[config.mk]
export PLATFORM = sky130hd
export DESIGN_NAME = pgec_top
export DESIGN_NICKNAME = d
export VERILOG_FILES = /design/src/rtl/pgec_pkg.sv /design/src/rtl/pgec_regs.sv /design/src/rtl/pgec_gate_gen.sv /design/src/rtl/pgec_edge_flag.sv /design/src/rtl/pgec_evt_counter.sv /design/src/rtl/pgec_top.sv
export SDC_FILE = /design/constraint.sdc
export NUM_CORES = 1
export LEC_CHECK = 0
export CAP_MARGIN = 20
export CORE_ASPECT_RATIO = 1.4
export CORE_UTILIZATION = 25
export DETAILED_ROUTE_END_ITERATION = 8
export GPL_TIMING_DRIVEN = 1
export SETUP_SLACK_MARGIN = 0.1
export SYNTH_ARGS = -nofsm -noshare
export SYNTH_HDL_FRONTEND = slang
export SYNTH_HIERARCHICAL = 1
export SYNTH_SLANG_ARGS = --single-unit
[constraint.sdc]
create_clock -name clk -period 3.3 [get_ports clk]
set_clock_uncertainty 0.2 [all_clocks]
set_input_delay 0.66 -clock clk [delete_from_list [all_inputs] [get_ports clk]]
set_output_delay 0.66 -clock clk [all_outputs]
set_load 0.03 [all_outputs]
[src/rtl/pgec_pkg.sv]
package pgec_pkg;

    localparam int unsigned BYTE_W = 8;
    localparam int unsigned TIME_W = 16;
    localparam int unsigned ADDR_W = 3;

    localparam int unsigned CTRL_EN_BIT  = 0;
    localparam int unsigned CTRL_SNS_LSB = 1;
    localparam int unsigned CTRL_IE_BIT  = 3;

    typedef enum logic [1:0] {
        SENSE_FALL = 2'b00,
        SENSE_RISE = 2'b01,
        SENSE_BOTH = 2'b10,
        SENSE_NONE = 2'b11
    } sense_e;

    typedef enum logic [ADDR_W-1:0] {
        A_PER_LO = 3'd0,
        A_PER_HI = 3'd1,
        A_OFF_LO = 3'd2,
        A_OFF_HI = 3'd3,
        A_CTRL   = 3'd4,
        A_FLAG   = 3'd5
    } addr_e;

    typedef struct packed {
        logic [TIME_W-1:0] period;
        logic [TIME_W-1:0] off_time;
        logic              enable;
        sense_e            sense;
        logic              irq_en;
    } cfg_t;

    function automatic logic edge_hit(sense_e s, logic prev, logic cur);
        logic rise;
        logic fall;
        rise = cur & ~prev;
        fall = prev & ~cur;
        case (s)
            SENSE_FALL: edge_hit = fall;
            SENSE_RISE: edge_hit = rise;
            SENSE_BOTH: edge_hit = rise | fall;
            default:    edge_hit = 1'b0;
        endcase
    endfunction

endpackage

[src/rtl/pgec_regs.sv]
module pgec_regs
    import pgec_pkg::*;
(
    input  logic              clk,
    input  logic              rst,
    input  logic              wr_en,
    input  logic [ADDR_W-1:0] wr_addr,
    input  logic [BYTE_W-1:0] wr_data,
    output cfg_t              cfg,
    output logic              flag_clr
);

    localparam int unsigned HI_LSB = TIME_W - BYTE_W;

    always_ff @(posedge clk) begin
        if (rst) begin
            cfg.period   <= '0;
            cfg.off_time <= '0;
            cfg.enable   <= 1'b0;
            cfg.sense    <= SENSE_FALL;
            cfg.irq_en   <= 1'b0;
        end else if (wr_en) begin
            case (addr_e'(wr_addr))
                A_PER_LO: cfg.period[BYTE_W-1:0]        <= wr_data;
                A_PER_HI: cfg.period[TIME_W-1:HI_LSB]   <= wr_data;
                A_OFF_LO: cfg.off_time[BYTE_W-1:0]      <= wr_data;
                A_OFF_HI: cfg.off_time[TIME_W-1:HI_LSB] <= wr_data;
                A_CTRL: begin
                    cfg.enable <= wr_data[CTRL_EN_BIT];
                    cfg.sense  <= sense_e'(wr_data[CTRL_SNS_LSB +: 2]);
                    cfg.irq_en <= wr_data[CTRL_IE_BIT];
                end
                default: ;
            endcase
        end
    end

    always_comb begin
        flag_clr = wr_en && (addr_e'(wr_addr) == A_FLAG) && !wr_data[0];
    end

endmodule

[src/rtl/pgec_gate_gen.sv]
module pgec_gate_gen
    import pgec_pkg::*;
(
    input  logic              clk,
    input  logic              rst,
    input  logic              enable,
    input  logic [TIME_W-1:0] period,
    input  logic [TIME_W-1:0] off_time,
    output logic              gate
);

    localparam logic [TIME_W-1:0] PARK_LOW = '1;

    logic [TIME_W-1:0] cyc;

    always_ff @(posedge clk) begin
        if (rst || !enable) begin
            cyc <= '0;
        end else if (cyc >= period) begin
            cyc <= '0;
        end else begin
            cyc <= cyc + TIME_W'(1);
        end
    end

    always_comb begin
        if (!enable) begin
            gate = 1'b1;
        end else if (off_time == PARK_LOW) begin
            gate = 1'b0;
        end else begin
            gate = (cyc > off_time);
        end
    end

    // disabled generator leaves the gate open
    p_open_when_off_r2: assert property (@(posedge clk) disable iff (rst)
        !enable |-> gate);

    // the cycle counter wraps to zero after reaching the period value
    p_wrap_r3: assert property (@(posedge clk) disable iff (rst)
        (enable && cyc == period) |=> (cyc == '0));

    // all-ones off time parks the gate low
    p_hold_low_r4: assert property (@(posedge clk) disable iff (rst)
        (enable && off_time == PARK_LOW) |-> !gate);

    // a fresh enable starts inside the off window
    p_restart_r10: assert property (@(posedge clk) disable iff (rst)
        (enable && !$past(enable)) |-> !gate);

endmodule

[src/rtl/pgec_edge_flag.sv]
module pgec_edge_flag
    import pgec_pkg::*;
(
    input  logic   clk,
    input  logic   rst,
    input  logic   gate,
    input  sense_e sense,
    input  logic   irq_en,
    input  logic   flag_clr,
    output logic   flag,
    output logic   irq
);

    logic gate_q;
    logic hit;

    always_ff @(posedge clk) begin
        if (rst) begin
            gate_q <= 1'b1;
        end else begin
            gate_q <= gate;
        end
    end

    always_comb begin
        hit = edge_hit(sense, gate_q, gate);
    end

    always_ff @(posedge clk) begin
        if (rst) begin
            flag <= 1'b0;
        end else if (hit) begin
            flag <= 1'b1;
        end else if (flag_clr) begin
            flag <= 1'b0;
        end
    end

    always_comb begin
        irq = flag & irq_en;
    end

    // a rising gate edge under rising sense sets the flag next clock
    p_rise_sets_r6: assert property (@(posedge clk) disable iff (rst)
        (sense == SENSE_RISE && $rose(gate)) |=> flag);

    // the reserved sense never sets the flag
    p_none_quiet_r6: assert property (@(posedge clk) disable iff (rst)
        (sense == SENSE_NONE && !flag) |=> !flag);

    // without a clear request the flag stays set
    p_sticky_r7: assert property (@(posedge clk) disable iff (rst)
        (flag && !flag_clr) |=> flag);

    // no request leaves while the enable is off
    p_irq_masked_r8: assert property (@(posedge clk) disable iff (rst)
        irq |-> irq_en);

endmodule

[src/rtl/pgec_evt_counter.sv]
module pgec_evt_counter #(
    parameter int unsigned CNT_W = 8
) (
    input  logic             clk,
    input  logic             rst,
    input  logic             gate,
    input  logic             evt,
    output logic [CNT_W-1:0] cnt
);

    always_ff @(posedge clk) begin
        if (rst) begin
            cnt <= '0;
        end else if (gate && evt) begin
            cnt <= cnt + CNT_W'(1);
        end
    end

    // a closed gate freezes the counter
    p_gated_r5: assert property (@(posedge clk) disable iff (rst)
        !gate |=> $stable(cnt));

endmodule

[src/rtl/pgec_top.sv]
module pgec_top
    import pgec_pkg::*;
#(
    parameter int unsigned CNT_W = 8
) (
    input  logic              clk,
    input  logic              rst,
    input  logic              wr_en,
    input  logic [ADDR_W-1:0] wr_addr,
    input  logic [BYTE_W-1:0] wr_data,
    input  logic              evt_a,
    input  logic              evt_b,
    output logic              gate,
    output logic              flag,
    output logic              irq,
    output logic [CNT_W-1:0]  cnt_a,
    output logic [CNT_W-1:0]  cnt_b
);

    localparam int unsigned N_CNT = 2;

    cfg_t             cfg;
    logic             flag_clr;
    logic [N_CNT-1:0] evt_vec;
    logic [CNT_W-1:0] cnt_arr [N_CNT];

    pgec_regs u_regs (
        .clk      (clk),
        .rst      (rst),
        .wr_en    (wr_en),
        .wr_addr  (wr_addr),
        .wr_data  (wr_data),
        .cfg      (cfg),
        .flag_clr (flag_clr)
    );

    pgec_gate_gen u_gate (
        .clk      (clk),
        .rst      (rst),
        .enable   (cfg.enable),
        .period   (cfg.period),
        .off_time (cfg.off_time),
        .gate     (gate)
    );

    pgec_edge_flag u_flag (
        .clk      (clk),
        .rst      (rst),
        .gate     (gate),
        .sense    (cfg.sense),
        .irq_en   (cfg.irq_en),
        .flag_clr (flag_clr),
        .flag     (flag),
        .irq      (irq)
    );

    assign evt_vec = {evt_b, evt_a};

    for (genvar g = 0; g < N_CNT; g++) begin : g_cnt
        pgec_evt_counter #(.CNT_W(CNT_W)) u_cnt (
            .clk  (clk),
            .rst  (rst),
            .gate (gate),
            .evt  (evt_vec[g]),
            .cnt  (cnt_arr[g])
        );
    end

    assign cnt_a = cnt_arr[0];
    assign cnt_b = cnt_arr[1];

endmodule

==> results.yml, run 1 <==
floorplan:
  core_area_sq_um: 15000
  dieArea_sq_um: 15800
  die_w_um: 107
  die_h_um: 148
  initial_core_util_pct: 25.5
  io_pins: 35
  placementRows: 53
clock_network:
  root_buffer: "clkbuf_16"
  cts_tree: "done"
  clkLatencyLatePin_ns: 0.33
  cts_max_level: 3
  cts.path.max_buffers: 2
  clk_pin_slew_ns: 0.05
  cts_inserted_buffers: 9
  holdBufCountCts: 0
  clkSinkCount: 70
worst_setup_path:
  cp_cell_sequence: "inv_2 > ha_4 > nand4_1 > nor4_2 > a21bo_2 > a32oi_4 > buf_6 > buf_6"
  critPathMaxStageDelay_ns: 0.35
  crit_required_ns: 2.44
  timing.critical_path.mode_cell: "buf_6"
  worst_setup_path_end_kind: "output pin"
  critPathSlowestCell: "dfxtp_2"
  cp-start-kind: "register"
  critPathMaxFanout: 3
  path_class: "register to output pin"
  cp.arrival_ns: 2.31
yosys:
  seq_area_frac_synth_pct: 36.6
  yosys_warnings: 6
  synth_top_area_share_pct: 36.6
  ys_seq_elements: 70
  ys.flop_type: "dfxtp_1"
  yosysMostFrequentCell: "dfxtp_1"
  synth_cell_types: 46
  yosysTopAreaCell: "dfxtp_1"
  synthesis.nets: 472
  ys_top_cells_by_area: "dfxtp_1 (37%), ha_1 (12%), mux2i_1 (9.7%)"
  syn_area_per_cell_sq_um: 9.13
  syn_area_sq_um: 3820
  postSynthCellCount: 419
  async_flop_share_pct: 0
  synth_edf_count: 0
  synth_common_cells: "dfxtp_1 (70), nand2b_1 (44), inv_1 (41)"
sta:
  final_max_slew_viol_count: 0
  fmax_mhz: 315
  setup_viol: 0
  setup_tns_ns: 0
  fin_crit_sh_pct: 96.1
  maxSlewHeadroom_pct: 50.7
  grt_setup_unrepaired: "true"
  tightest_slew_ns: 0.735
  min_period_ns: 3.17
  hold_viol: 0
finish:
  multi_input_area_sq_um: 2300
  fin_nets: 517
  diodes: 0
  areaGrowthSynthToFinish_pct: 26.6
  nFillCells: 1575
  seqCellArea_sq_um: 1410
  layout.cells.non_filler: 661
  drive_gt1_share_pct: 13.0
min_path:
  min_path_type: "register to register"
global_routing:
  antenna_found_initial: 0
  grt_pass1_vias: 3180
  grt_pass1_wl_mm: 15.2
  overflow: 0
  grt_max_degree: 50
  gr-usage-all-layers_pct: 12.4
power:
  ir_drop_mv: 0.253
  powerDensity_nw_per_um2: 414
  p_leak_uw: 0.00180
routing:
  firstDrtPassIters: 4
  drt_iter0_drc: 86
  wl_per_cell_um: 14.0
  ant_nets: 0
  drt-total-wl_mm: 9.22
  via_per_inst: 4.66
  drc: 0
  vias: 3082
flow_run:
  drv_cap: 0
placed_design:
  hpwl_mm: 6.92
  port_buffers: 34
  place.gp.congestion: 0.841
  dp.cells: 638
run_status:
  status: "finished, final reports clean"
==> state kept, by name, summed over array words and instances (netlist names) <==
| register | cells |
|---|---|
| u_regs/cfg | 36 |
| g_cnt.u_cnt/cnt | 16 |
| u_gate/cyc | 16 |
| u_flag/flag | 1 |
| u_flag/gate_q | 1 |
==> area by class of cell <==
class,instances,share of cell area (%)
inverters,41,3.18
well taps,192,4.96
flip-flops and latches,70,29.2
clock buffers,10,4.73
clock inverters,6,1.29
multi-input cells,295,47.5
repair buffers,47,9.15
==> logic make-up (layout without fill, tap and decap cells) <==
family / Yosys count / in the layout / share of synthesized area, %
and+or+nand+nor: 152 / 152 / 24.1
DFF: 70 / 70 / 36.6
buffers and inverters: 54 / 104 / 5.60
AOI/OAI and AO/OA: 53 / 53 / 8.25
adders and majority gates: 37 / 37 / 12.1
muxes: 37 / 37 / 9.69
xor gates and xnor gates: 16 / 16 / 3.66
==> final timing paths <==
kind / from / end / slack (ns) / depth (start not counted)
hold / removal: u_regs/cfg[34] / u_regs/cfg[34] / 0.27 / 2
setup reg to reg: u_regs/cfg[17] / u_flag/flag / 0.22 / 11
setup / recovery: u_regs/cfg[17] / gate / 0.13 / 8
hold reg to reg: u_regs/cfg[34] / u_regs/cfg[34] / 0.27 / 2
==> worst max-delay path, delay by kind of cell (launching register included) <==
family                     cells  cell delay [ns]
DFF                            1             0.35
adders and majority gates      1             0.26
and+or+nand+nor                2             0.55
buffers and inverters          3             0.30
AOI/OAI and AO/OA              2             0.53
==> metrics by stage <==
| stage | hold WS (ns) | worst slack, ns | area [sq um] | utilization [%] | power (uW) |
|---|---|---|---|---|---|
| CTS | 0.279 | 0.116 | 4720 | 31.5 | 2020 |
| detailed placement | 0.269 | 0.182 | 4410 | 29.4 | 1070 |
| global placement | 0.263 | 0.277 | 4410 | 29.4 | 1060 |
| finish | 0.274 | 0.129 | 4840 | 32.3 | 2000 |
| global route | 0.300 | 0.0287 | 4840 | 32.3 | 2070 |
| floorplan | 0.248 | 0.187 | 3840 | - | 999 |
==> report_power, final <==
part | internal (uW) | total (uW) | switching (uW) | leakage, uW
logic | 84.8 | 183 | 98.3 | 0.00110
registers | 862 | 879 | 16.8 | 0.000570
clock network | 582 | 943 | 361 | 0.000134
total | 1530 | 2000 | 476 | 0.00180
==> layer usage <==
metal  GRT usage (%)  share of wire, %  vias to the layer above
li1                -                 -                     1553
met1            12.7                40                     1461
met2            23.7                54                       47
met3            2.45               2.9                       21
met4            5.62               2.6                        0
met5               0                 0                        -
==> placed cells by master (no fill, tap or decap), drive strengths merged, types with 2 or more instances in the layout <==
master	synthesis	routed
nand4bb	3	3
or4	4	4
xor2	4	4
xnor2	12	12
nand2	15	15
nor2	12	12
nor2b	3	3
inv	41	41
clkbuf	7	10
nand4	13	13
dfxtp	70	70
clkdlybuf4s50	0	33
buf	6	14
clkinvlp	0	3
nand2b	44	44
or4b	2	2
o21ai	13	13
ha	37	37
a211oi	2	2
nand3	17	17
nor4	6	6
mux2i	37	37
clkinv	0	2
o31ai	5	5
nor3	17	17
a21oi	24	24
and2	2	2
or3	9	9
==> repair_timing <==
item,4_1_cts,5_1_grt
pin swaps,1,6
gates resized for setup,3,19
buffers inserted,1,6
endpoints found under the setup margin,1,7
Power figures use the tool's default switching activity.
==> run 2, diff against run 1 <==
--- a/config.mk
+++ b/config.mk
@@ -13,5 +13,4 @@
 export SETUP_SLACK_MARGIN = 0.1
 export SYNTH_ARGS = -nofsm -noshare
 export SYNTH_HDL_FRONTEND = slang
-export SYNTH_HIERARCHICAL = 1
 export SYNTH_SLANG_ARGS = --single-unit
==> run 2 against run 1 <==
  * Final cell count up 2.0%
  * Routed wire length fell by 3.8%
  * Die area down 5.3%
  * Maximum frequency rose by 5.5%
  * Sequential cell count stayed put
  * Power is 0.37% lower
  * Synthesized area shrank 5.4%
  * Core utilization shrank 0.45 points
  * Critical path depth stayed put
  * Via count is 0.49% higher
  * Critical path type unchanged
==> results.yml, run 2 <==
yosys:
  synth_top_area_share_pct: 38.7
  syn_area_per_cell_sq_um: 8.09
  yosysTopAreaCell: "dfxtp_1"
  synth_edf_count: 0
  syn_area_sq_um: 3620
  yosys_warnings: 0
  ys_seq_elements: 70
  async_flop_share_pct: 0
  seq_area_frac_synth_pct: 38.7
  synthesis.nets: 500
  ys.flop_type: "dfxtp_1"
  synth_common_cells: "nand2_1 (80), dfxtp_1 (70), a21oi_1 (45)"
  synth_cell_types: 40
  ys_top_cells_by_area: "dfxtp_1 (39%), ha_1 (13%), nand2_1 (8.3%)"
  postSynthCellCount: 447
  yosysMostFrequentCell: "nand2_1"
floorplan:
  initial_core_util_pct: 25.8
  die_h_um: 144
  dieArea_sq_um: 15000
  io_pins: 35
  core_area_sq_um: 14000
  placementRows: 51
  die_w_um: 104
clock_network:
  cts_max_level: 3
  cts_inserted_buffers: 9
  cts_tree: "done"
  clkLatencyLatePin_ns: 0.34
  cts.path.max_buffers: 2
  ctsResizeCount: 0
  clkSinkCount: 70
  root_buffer: "clkbuf_16"
  clk_pin_slew_ns: 0.06
global_routing:
  overflow: 0
  grt_pass1_vias: 3180
  antenna_found_initial: 0
  grt_max_degree: 54
  grt_pass1_wl_mm: 14.9
  gr-usage-all-layers_pct: 12.7
routing:
  via_per_inst: 4.59
  firstDrtPassIters: 4
  vias: 3097
  drt-total-wl_mm: 8.87
  wl_per_cell_um: 13.2
  drc: 0
  ant_nets: 0
  drt_iter0_drc: 104
sta:
  final_max_slew_viol_count: 0
  maxSlewHeadroom_pct: 29.6
  setup_tns_ns: 0
  fmax_mhz: 333
  fin_crit_sh_pct: 91.1
  hold_viol: 0
  setup_viol: 0
  tightest_slew_ns: 1.05
  whs_ns: 0.256
  min_period_ns: 3.01
  grt_setup_unrepaired: "false"
finish:
  final_common_cell: "nand2_1"
  top_register: "u_regs.cfg"
  reg_top3: "u_regs.cfg (36), g_cnt.u_cnt.cnt (16), u_gate.cyc (16)"
  largest_reg_flops: 36
  areaGrowthSynthToFinish_pct: 23.7
  fin_nets: 537
  diodes: 0
  stdcell_area_sq_um: 4470
  drive_gt1_share_pct: 5.52
  final_cell_mix: "nand2_1 (80), dfxtp_1 (70), a21oi_1 (45), nor2_1 (41), ha_1 (37)"
placed_design:
  place_area_sq_um: 4170
  place.gp.congestion: 0.840
  port_buffers: 34
  hpwl_mm: 6.73
power:
  ir_drop_mv: 0.294
  powerDensity_nw_per_um2: 446
  swShare_pct: 24.2
  comb_power_share_pct: 7.5
  p_leak_uw: 0.00161
  seq_power_share_pct: 43.8
  clkPwrFrac_pct: 48.7
  power_switching_uw: 484
  intPower_uw: 1510
worst_setup_path:
  crit_family: "simple AND/OR/NAND/NOR gates"
  timing.critical_path.mode_cell: "buf_4"
  critPathSlowestCell: "dfxtp_1"
  cp_cell_sequence: "inv_1 > ha_1 > nand4_2 > nor3_1 > nor4_1 > buf_4 > a41oi_4 > buf_4"
  critPathMaxStageDelay_ns: 0.35
  critPathMaxFanout: 5
  worst_setup_path_end_kind: "output pin"
  worst-path-buf-inv: 3
  critPathLaunch: "u_regs.cfg[19]"
  path_class: "register to output pin"
  cp.arrival_ns: 2.15
  rr_startpoint: "u_regs.cfg[19]"
  regToRegSetupSlack_ns: 0.39
  crit_required_ns: 2.44
  cp-start-kind: "register"
run_status:
  status: "finished, final reports clean"
min_path:
  min_path_type: "register to register"
  worstHoldStart: "u_regs.cfg[22]"
flow_run:
  drv_cap: 0
run 2: kinds of logic after synthesis:
kind of cell / Yosys count / synth area share, %
AOI/OAI and AO/OA: 70 / 11.6
muxes: 5 / 1.42
adders and majority gates: 37 / 12.8
xor gates and xnor gates: 24 / 5.81
and+or+nand+nor: 191 / 24.4
buffers and inverters: 50 / 5.29
DFF: 70 / 38.7
run 2: layout make-up:
| type | instances | area [sq um] |
|---|---|---|
| Clock buffer | 10 | 229 |
| Clock inverter | 6 | 70.1 |
| Fill cell | 1532 | 9570 |
| Inverter | 37 | 139 |
| Multi-Input combinational cell | 327 | 2030 |
| Sequential cell | 70 | 1400 |
| Tap cell | 185 | 231 |
| Timing Repair Buffer | 39 | 370 |
run 2: per-layer routing:
layer | wire length (um) | global-route usage (%) | share of wire (%) | vias to the layer above
met3 | 355 | 3.11 | 4.0 | 19
met2 | 4650 | 24.4 | 52 | 62
met5 | 0 | 0 | 0 | -
met4 | 253 | 5.64 | 2.9 | 0
li1 | - | - | - | 1584
met1 | 3610 | 13.0 | 41 | 1432
run 2: per-stage QoR:
stage | std cells | total power [uW] | setup WS [ns] | utilization [%]
final | 674 | 2000 | 0.294 | 31.9
after CTS | 674 | 2020 | 0.275 | 31.9
after global placement | 657 | 1040 | 0.403 | 29.7
after floorplan | 447 | 978 | 0.546 | -
after detailed placement | 657 | 1040 | 0.364 | 29.7
after global routing | 674 | 2080 | 0.172 | 31.9
run 2: worst paths after layout:
kind,end,depth (start not counted)
worst min register to register,u_regs.cfg[22],2
worst max register to register,u_flag.flag,15
worst min-delay path,u_regs.cfg[22],2
worst max-delay path,gate,8
run 2: timing repair:
action                                  in CTS  in global routing
setup buffers                                1                  0
hold buffers                                 0                  0
endpoints found under the setup margin       1                  0
hold endpoints to repair                     0                  0
run 2: power groups by stage:
| stage | clock network (uW) | registers [uW] | logic (uW) |
|---|---|---|---|
| final | 972 | 875 | 150 |
| after global routing | 1030 | 878 | 167 |
| after CTS | 990 | 875 | 151 |
| after detailed placement | 0 | 894 | 149 |
| after global placement | 0 | 893 | 148 |
| after floorplan | 0 | 902 | 75.2 |
run 2: worst reg2reg max path: cells and delay by family, from the launching register on:
family | cells | cell delay (ns)
adder cells (fa/ha/maj) | 2 | 0.49
AND/OR/NAND/NOR | 4 | 0.58
AO/OA/AOI/OAI | 4 | 0.52
flip-flops | 1 | 0.35
buffers and inverters | 5 | 0.61
==> run 3, diff against run 2 <==
==> constraint.sdc (replaced) <==
create_clock -name clk -period 3.3 [get_ports clk]
set_clock_uncertainty 0.2 [all_clocks]
set_input_delay 0.33 -clock clk [delete_from_list [all_inputs] [get_ports clk]]
set_output_delay 0.33 -clock clk [all_outputs]
set_load 0.03 [all_outputs]
==> run 3 against run 2 <==
  * Final cell count shrank 0.30%
  * Worst hold slack lost 0.066 ns
  * Design area shrank 0.28%
  * Die area is the same
  * Critical path depth grew 3
  * Non-clock buffer count shrank 2
  * Sequential cell count is the same
  * Clock power shrank 0.6%
  * Register-to-register slack lost 0.04 ns
  * Sequential power is essentially flat
  * Critical path type is now register to register
  * Largest cell class unchanged
  * Routed wire length grew 1.1%
  * Sequential share of layout area grew 0.088 points
==> results.yml, run 3 (synthesized netlist as in run 2, its figures left out) <==
global_routing:
  antenna_found_initial: 0
  gr-usage-all-layers_pct: 12.8
  overflow: 0
  grt_pass1_vias: 3147
  grt_max_degree: 54
  grt_pass1_wl_mm: 14.9
power:
  powerDensity_nw_per_um2: 446
  ir_drop_mv: 0.284
  p_total_uw: 1990
  p_leak_uw: 0.00159
sta:
  fmax_mhz: 339
  maxSlewHeadroom_pct: 32.9
  min_period_ns: 2.95
  tightest_slew_ns: 0.999
  fin_crit_sh_pct: 89.3
  setup_viol: 0
  grt_setup_unrepaired: "false"
  setup_tns_ns: 0
  hold_viol: 0
  final_max_slew_viol_count: 0
floorplan:
  initial_core_util_pct: 25.8
  die_h_um: 144
  placementRows: 51
  dieArea_sq_um: 15000
  io_pins: 35
  core_area_sq_um: 14000
  die_w_um: 104
finish:
  fin_nets: 535
  top_register: "u_regs.cfg"
  areaGrowthSynthToFinish_pct: 23.3
  seqCellArea_sq_um: 1400
  final_common_cell: "nand2_1"
  drive_gt1_share_pct: 5.13
  stdcell_area_sq_um: 4460
  reg_top3: "u_regs.cfg (36), g_cnt.u_cnt.cnt (16), u_gate.cyc (16)"
  nFillCells: 1547
  final_cell_mix: "nand2_1 (80), dfxtp_1 (70), a21oi_1 (45), nor2_1 (41), ha_1 (37)"
  multi_input_area_sq_um: 2030
  largest_reg_flops: 36
  diodes: 0
worst_setup_path:
  regToRegSetupSlack_ns: 0.35
  cp-start-kind: "register"
  rr_startpoint: "u_regs.cfg[19]"
  crit_required_ns: 3.36
  r2r_end: "u_flag.flag"
  critPathLaunch: "u_regs.cfg[19]"
  worst_setup_path_end_kind: "register"
  critPathMaxFanout: 15
  path_class: "register to register"
  endpoint: "u_flag.flag"
  ff2ff_path_depth: 11
  cp.arrival_ns: 3.01
routing:
  vias: 3062
  ant_nets: 0
  wl_per_cell_um: 13.3
  via_per_inst: 4.56
  drt_iter0_drc: 73
  drc: 0
  firstDrtPassIters: 4
  drt-total-wl_mm: 8.96
placed_design:
  port_buffers: 34
  place.gp.congestion: 0.863
  hpwl_mm: 6.95
  place_area_sq_um: 4150
clock_network:
  cts_max_level: 3
  clkSinkCount: 70
  clkLatencyLatePin_ns: 0.34
  holdBufCountCts: 0
  clk_pin_slew_ns: 0.06
  cts_inserted_buffers: 9
  cts_tree: "done"
  cts.path.max_buffers: 2
  root_buffer: "clkbuf_16"
run_status:
  status: "finished, final reports clean"
min_path:
  min_path_type: "input pin to register"
flow_run:
  drv_cap: 0
-- run 3: per-layer routing --
metal	vias to the layer above	GRT usage (%)	wire (um)
li1	1578	-	-
met2	61	24.6	4800
met5	-	0	0
met1	1401	12.7	3520
met4	0	6.32	262
met3	22	3.42	383
-- run 3: report_power, final --
| part | internal [uW] | switching (uW) |
|---|---|---|
| Clock | 585 | 381 |
| Combinational | 60.3 | 89.7 |
| Sequential | 861 | 13.9 |
| Total | 1510 | 484 |
-- run 3: cell type report --
| type | count | share of cell area [%] |
|---|---|---|
| repair buffers | 37 | 7.99 |
| multi-input cells | 327 | 45.6 |
| flip-flops and latches | 70 | 31.4 |
| inverters | 37 | 3.11 |
| clock inverters | 7 | 1.68 |
| well taps | 185 | 5.19 |
| clock buffers | 9 | 5.05 |
-- run 3: what timing repair did --
action	in CTS	in global routing
setup buffers	0	0
setup endpoints to repair	1	0
gates resized for setup	1	0
-- run 3: how the worst min path moves through the flow --
stage / start / to / cells past startpoint
final: rst / u_gate.cyc[1] / 4
after global routing: rst / u_gate.cyc[2] / 4
after CTS: u_regs.cfg[26] / u_regs.cfg[26] / 2
after detailed placement: u_regs.cfg[26] / u_regs.cfg[26] / 2
after global placement: u_regs.cfg[22] / u_regs.cfg[22] / 2
after floorplan: u_regs.cfg[21] / u_regs.cfg[21] / 2
-- run 3: metrics by stage --
step,utilization (%),hold slack [ns],worst slack [ns],cells
4_1_cts,31.7,0.256,0.337,671
2_1_floorplan,-,0.236,0.546,447
5_1_grt,31.8,0.227,0.139,672
3_3_place_gp,29.6,0.246,0.461,655
6_report,31.8,0.191,0.354,672
3_5_place_dp,29.6,0.248,0.380,655
-- run 3: worst max-delay path, cell delays in order, from the launching register on --
cell	delay [ns]
dfxtp_1	0.35
inv_1	0.06
ha_1	0.33
nand4_2	0.15
nor3_1	0.07
nor4_1	0.51
a41oi_4	0.20
buf_4	0.24
ha_1	0.28
a211oi_1	0.24
a31oi_1	0.07
a21oi_1	0.16
